<file path="config.mk">
export PLATFORM = sky130hd
export DESIGN_NAME = inv_gate_gen
export DESIGN_NICKNAME = d
export VERILOG_FILES = /design/src/rtl/inv_gate_pkg.sv /design/src/rtl/igg_setpoint_latch.sv /design/src/rtl/igg_phase_counter.sv /design/src/rtl/igg_pulse_window.sv /design/src/rtl/inv_gate_gen.sv
export SDC_FILE = /design/constraint.sdc
export NUM_CORES = 1
export LEC_CHECK = 0
export BUFFER_PORTS_ARGS = -buffer_cell sky130_fd_sc_hd__buf_2
export CAP_MARGIN = 40
export CORE_MARGIN = 2
export CORE_UTILIZATION = 32
export CTS_CLUSTER_DIAMETER = 100
export DETAILED_ROUTE_END_ITERATION = 8
export SKIP_CTS_REPAIR_TIMING = 1
export SLEW_MARGIN = 10
export SYNTH_ARGS = -nofsm -noshare
export SYNTH_HDL_FRONTEND = slang
export SYNTH_SLANG_ARGS = --single-unit
export TNS_END_PERCENT = 50
</file>
<file path="constraint.sdc">
create_clock -name clk -period 8.5 [get_ports clk]
set_clock_uncertainty 0.1 [all_clocks]
set_input_delay 1.7 -clock clk [delete_from_list [all_inputs] [get_ports clk]]
set_output_delay 1.7 -clock clk [all_outputs]
set_load 0.01 [all_outputs]
</file>
<file path="src/rtl/inv_gate_pkg.sv">
package inv_gate_pkg;

   // index of each gate leg inside the generate array
   localparam int unsigned LEG_A = 0;
   localparam int unsigned LEG_B = 1;
   localparam int unsigned NUM_LEGS = 2;

   // smallest half-period that still leaves a width of one cycle
   function automatic int unsigned min_half(input int unsigned guard);
      return guard + 1;
   endfunction

endpackage

</file>
<file path="src/rtl/igg_setpoint_latch.sv">
module igg_setpoint_latch #(
   parameter int unsigned CNT_W = 16,
   parameter int unsigned GUARD = 2
) (
   input  logic             clk,
   input  logic             rst,
   input  logic             load,
   input  logic [CNT_W-1:0] width_in,
   input  logic [CNT_W-1:0] period_in,
   output logic [CNT_W-1:0] half_q,
   output logic [CNT_W-1:0] wid_q
);
   import inv_gate_pkg::*;

   localparam logic [CNT_W-1:0] MIN_HALF = CNT_W'(min_half(GUARD));
   localparam logic [CNT_W-1:0] GAP      = CNT_W'(GUARD);

   logic [CNT_W-1:0] half_raw;
   logic [CNT_W-1:0] half_new;
   logic [CNT_W-1:0] wid_max;
   logic [CNT_W-1:0] wid_new;

   // rounding down to an even period, with a floor on the half length
   always_comb begin
      half_raw = {1'b0, period_in[CNT_W-1:1]};
      half_new = (half_raw < MIN_HALF) ? MIN_HALF : half_raw;
      wid_max  = half_new - GAP;
      wid_new  = (width_in > wid_max) ? wid_max : width_in;
   end

   always_ff @(posedge clk) begin
      if (rst) begin
         half_q <= MIN_HALF;
         wid_q  <= '0;
      end else if (load) begin
         half_q <= half_new;
         wid_q  <= wid_new;
      end
   end

endmodule

</file>
<file path="src/rtl/igg_phase_counter.sv">
module igg_phase_counter #(
   parameter int unsigned CNT_W = 16
) (
   input  logic             clk,
   input  logic             rst,
   input  logic             en,
   input  logic [CNT_W-1:0] half,
   output logic [CNT_W-1:0] cnt,
   output logic             active,
   output logic             load
);

   logic [CNT_W-1:0] last;
   logic             wrap;

   always_comb begin
      last = {half[CNT_W-2:0], 1'b0} - CNT_W'(1);
      wrap = active && (cnt == last);
      // setpoints are refreshed at the wrap edge and throughout idle
      load = !active || wrap;
   end

   always_ff @(posedge clk) begin
      if (rst) begin
         cnt    <= '0;
         active <= 1'b0;
      end else if (!en) begin
         cnt    <= '0;
         active <= 1'b0;
      end else if (!active) begin
         cnt    <= '0;
         active <= 1'b1;
      end else if (wrap) begin
         cnt    <= '0;
      end else begin
         cnt    <= cnt + CNT_W'(1);
      end
   end

endmodule

</file>
<file path="src/rtl/igg_pulse_window.sv">
module igg_pulse_window #(
   parameter int unsigned CNT_W = 16,
   parameter int unsigned LEG   = 0
) (
   input  logic             active,
   input  logic [CNT_W-1:0] cnt,
   input  logic [CNT_W-1:0] half,
   input  logic [CNT_W-1:0] wid,
   output logic             gate
);

   logic             in_half;
   logic [CNT_W-1:0] off;
   logic [CNT_W-1:0] lo;
   logic [CNT_W:0]   hi;

   generate
      if (LEG == 0) begin : g_first
         assign in_half = (cnt < half);
         assign off     = cnt;
      end else begin : g_second
         assign in_half = (cnt >= half);
         assign off     = cnt - half;
      end
   endgenerate

   // centre the pulse in its half: start offset, exclusive end
   always_comb begin
      lo   = (half - wid) >> 1;
      hi   = {1'b0, lo} + {1'b0, wid};
      gate = active && in_half && (off >= lo) && ({1'b0, off} < hi);
   end

endmodule

</file>
<file path="src/rtl/inv_gate_gen.sv">
module inv_gate_gen #(
   parameter int unsigned CNT_W = 16,
   parameter int unsigned GUARD = 2
) (
   input  logic             clk,
   input  logic             rst,
   input  logic             en,
   input  logic [CNT_W-1:0] width_in,
   input  logic [CNT_W-1:0] period_in,
   output logic             gate_a,
   output logic             gate_b,
   output logic             period_start
);
   import inv_gate_pkg::*;

   localparam longint unsigned HALF_CAP = (64'd1 << (CNT_W - 1)) - 1;

   generate
      if (CNT_W < 4 || CNT_W > 31) begin : g_bad_width
         $error("inv_gate_gen: CNT_W must lie in 4..31");
      end
      if (GUARD < 1) begin : g_bad_guard
         $error("inv_gate_gen: GUARD must be at least 1");
      end
      if (longint'(min_half(GUARD)) > HALF_CAP) begin : g_bad_fit
         $error("inv_gate_gen: GUARD too large for CNT_W");
      end
   endgenerate

   logic [CNT_W-1:0]    cnt;
   logic [CNT_W-1:0]    half_q;
   logic [CNT_W-1:0]    wid_q;
   logic                active;
   logic                load;
   logic [NUM_LEGS-1:0] legs;

   igg_phase_counter #(.CNT_W(CNT_W)) u_cnt (
      .clk    (clk),
      .rst    (rst),
      .en     (en),
      .half   (half_q),
      .cnt    (cnt),
      .active (active),
      .load   (load)
   );

   igg_setpoint_latch #(.CNT_W(CNT_W), .GUARD(GUARD)) u_set (
      .clk       (clk),
      .rst       (rst),
      .load      (load),
      .width_in  (width_in),
      .period_in (period_in),
      .half_q    (half_q),
      .wid_q     (wid_q)
   );

   generate
      for (genvar g = 0; g < NUM_LEGS; g++) begin : g_leg
         igg_pulse_window #(.CNT_W(CNT_W), .LEG(g)) u_win (
            .active (active),
            .cnt    (cnt),
            .half   (half_q),
            .wid    (wid_q),
            .gate   (legs[g])
         );
      end
   endgenerate

   assign gate_a       = legs[LEG_A];
   assign gate_b       = legs[LEG_B];
   assign period_start = active && (cnt == '0);

endmodule

</file>
==> out/metrics.csv <==
metric,value,unit
Ports,38,
Finish-stage setup viols,0,
Worst R2R Setup Slack,5.11,ns
Initial Utilization,0.324,
final layout net count,1051,
max cap viols,0,
Worst Hold Class,reg -> reg,
fin worst setup slack,0.783,ns
Yosys warnings,0,
Avg Inst Size Synth,7.75,µm²
Worst Max-Slew Pin Slew,0.792,ns
"most common cell after layout, fill and taps aside",ha_1,
period utilisation layout,0.908,
vias after detailed routing,6166,
fin util,0.353,
RR Endpoint,u_set.wid_q[12],
final hold viol count,0,
Leak,3.21,nW
worst path arrival time,5.92,ns
Post-synth ARST share,0,
Final Hold Slack,0.386,ns
WHS Path Cells,2,
Syn Std Cell Area,6740,µm²
CTS tree,done,
vias per cell,5.27,
worst reg2reg path depth,10,
grt ovf,0,
Post-synth EDFFs,0,
"Primary FF master, synth",dfxtp_1,
aggregate negative setup slack,0,ns
Num CTS Buffers,5,
DRC,0,
Crit Path Category,reg -> out,
post-route cell area,7340,µm²
clock-pin slew on the worst setup and hold paths,0.07,ns
Yosys cell types,76,
Reg2Reg Launch Point,u_set.half_q[1],
Fmax,130,MHz
Post-DP Area,7160,µm²
Seq cells post-synth,48,
"antenna viol nets, final",0,
startpoint types,flip-flop,
clk_lat worst skew,0.31,ns
CTS Root Cell,clkbuf_16,
Slew HR,0.467,
n_diodes,0,
Peak supply drop,94.4,µV
DRT Pass-1 Iters,4,
outcome,finished clean,
crit end category,primary output,
largest net degree at the start of global routing,51,
minimum clock period,7.72,ns
DP Worst Slack,1.19,ns
most frequent cells in the layout,"ha_1 (119), nor2_1 (84), a21oi_1 (77), inv_1 (67), nand2_1 (53)",
final wirelength,18100,µm
Die X,149,µm
Post-Syn Instances,870,
# rows,53,
Wirelength per Cell,15.5,µm
Core Region,20800,µm²
global-route wire length before repair,30100,µm
fin. max-slew vios,0,
P per Cell Area,169,nW/µm²
Fill cells,2298,
die footprint,22200,µm²
port bufs,36,
die height,149,µm
area grow syn2layout,8.97,%
initial antenna violation count,0,
Clock Path Buffers,2,
Placer Congestion,0.863,
H-Tree Depth,2,
vias in the first global route,6094,
crit-path max FO,7,
Initial DRC Count,278,
WP data required,6.70,ns
share of post-route cells with drive strength above 1,0.0817,
post-DP HPWL,15100,µm
Hold Path End,u_set.wid_q[10],
register area share after synthesis,0.143,
GR Util All Layers,0.168,
hold path startpoint,u_set.wid_q[10],
CTS Sinks,48,
net count after synthesis,1027,
RSZ-0062 raised after global routing,false,
worst max-delay path, stage by stage (launching register included):
cell and delay (ns):
dfxtp_1 0.39, nand2b_1 0.21, fa_1 0.41, a21o_1 0.18, a21oi_1 0.21, o21bai_1 0.10
a21o_1 0.21, a21oi_1 0.29, inv_1 0.07, a21oi_1 0.18, xnor2_1 0.21, ha_1 0.33
a21oi_1 0.17, o21ai_0 0.19, nor2_1 0.14, a21oi_1 0.08, o21ai_0 0.21, nand2b_1 0.10
xnor2_1 0.22, ha_1 0.31, nand3_1 0.12, a21oi_1 0.06, o41ai_1 0.39, nand4_1 0.16
maj3_1 0.38, a21oi_1 0.14, buf_2 0.15
stage by stage:
stage,power (W),cells
after global routing,0.00135,1169
after floorplan,0.000812,870
after detailed placement,0.000975,1162
after global placement,0.000962,1162
final,0.00124,1169
after CTS,0.00124,1169
synthesized netlist by cell type, types with 4 or more instances:
master       n  area share
o211ai_1    15       0.017
dfxtp_1     48        0.14
xnor2_1     42       0.055
o21bai_1     4      0.0045
mux2i_1      5      0.0074
inv_1       67       0.037
or2_2        8      0.0074
a21oi_1     77       0.057
nand3_1     26       0.019
nor4_1      14       0.013
nor2_1      84       0.047
or4_1        5      0.0056
and4_1       4      0.0052
a2111oi_0    4      0.0052
or3_1        5      0.0046
nand2_1     53       0.030
o21a_1      10       0.011
and3_1       5      0.0046
a211oi_1    10       0.011
a211oi_2     4      0.0074
ha_1       119        0.22
a211o_1      4      0.0052
o31ai_1      4      0.0045
a21o_1      26       0.029
clkbuf_1    11      0.0061
nor2b_1     14       0.013
xor2_1      38       0.049
o21ai_0     49       0.036
nor3_1      16       0.012
a31oi_1      8      0.0074
nand2b_1    13       0.012
nand4_1      7      0.0065
and2_1       4      0.0037
layer usage:
metal	vias up	part of all wire	track usage
met4	0	0.013	0.0300
met1	2859	0.49	0.224
li1	3204	-	-
met5	-	0	0
met3	15	0.024	0.0214
met2	88	0.47	0.294
where the power goes:
| part | switching [W] | total (W) | internal, W |
|---|---|---|---|
| Sequential | 0.0000164 | 0.000253 | 0.000236 |
| Clock | 0.0000945 | 0.000262 | 0.000167 |
| Combinational | 0.000419 | 0.000728 | 0.000309 |
| Total | 0.000530 | 0.00124 | 0.000712 |
layout make-up:
cell class              instances  area, µm²  share of cell area
clock inverters                 2       60.1             0.00818
multi-input cells             735       5420               0.738
repair buffers                 36        180              0.0245
clock buffers                   5        125              0.0170
inverters                      68        255              0.0348
well taps                     275        344              0.0468
flip-flops and latches         48        961               0.131
cell families (layout without fill, tap and decap cells):
logic type               after synthesis  in the layout  share of synthesized area
adder cells (fa/ha/maj)              124            124                      0.233
AND/OR/NAND/NOR                      276            276                      0.207
AO/OA/AOI/OAI                        247            247                      0.247
multiplexers                           8              8                     0.0124
flip-flops                            48             48                      0.143
buffers and inverters                 87            111                     0.0535
XOR/XNOR                              80             80                      0.104
worst max-delay path by stage:
stage | to | startpoint | slack, ns
after detailed placement | gate_a | u_set.half_q[0] | 1.19
after CTS | gate_a | u_set.half_q[0] | 0.82
final | gate_a | u_set.half_q[0] | 0.78
after global routing | gate_a | u_set.half_q[0] | 0.38
after floorplan | gate_b | u_set.half_q[0] | 1.89
after global placement | gate_a | u_set.half_q[0] | 1.19
flip-flops by register name (all words and copies together) (netlist names):
name          cells
u_cnt.active      1
u_set.half_q     15
u_cnt.cnt        16
u_set.wid_q      16
Power figures use the tool's default switching activity.
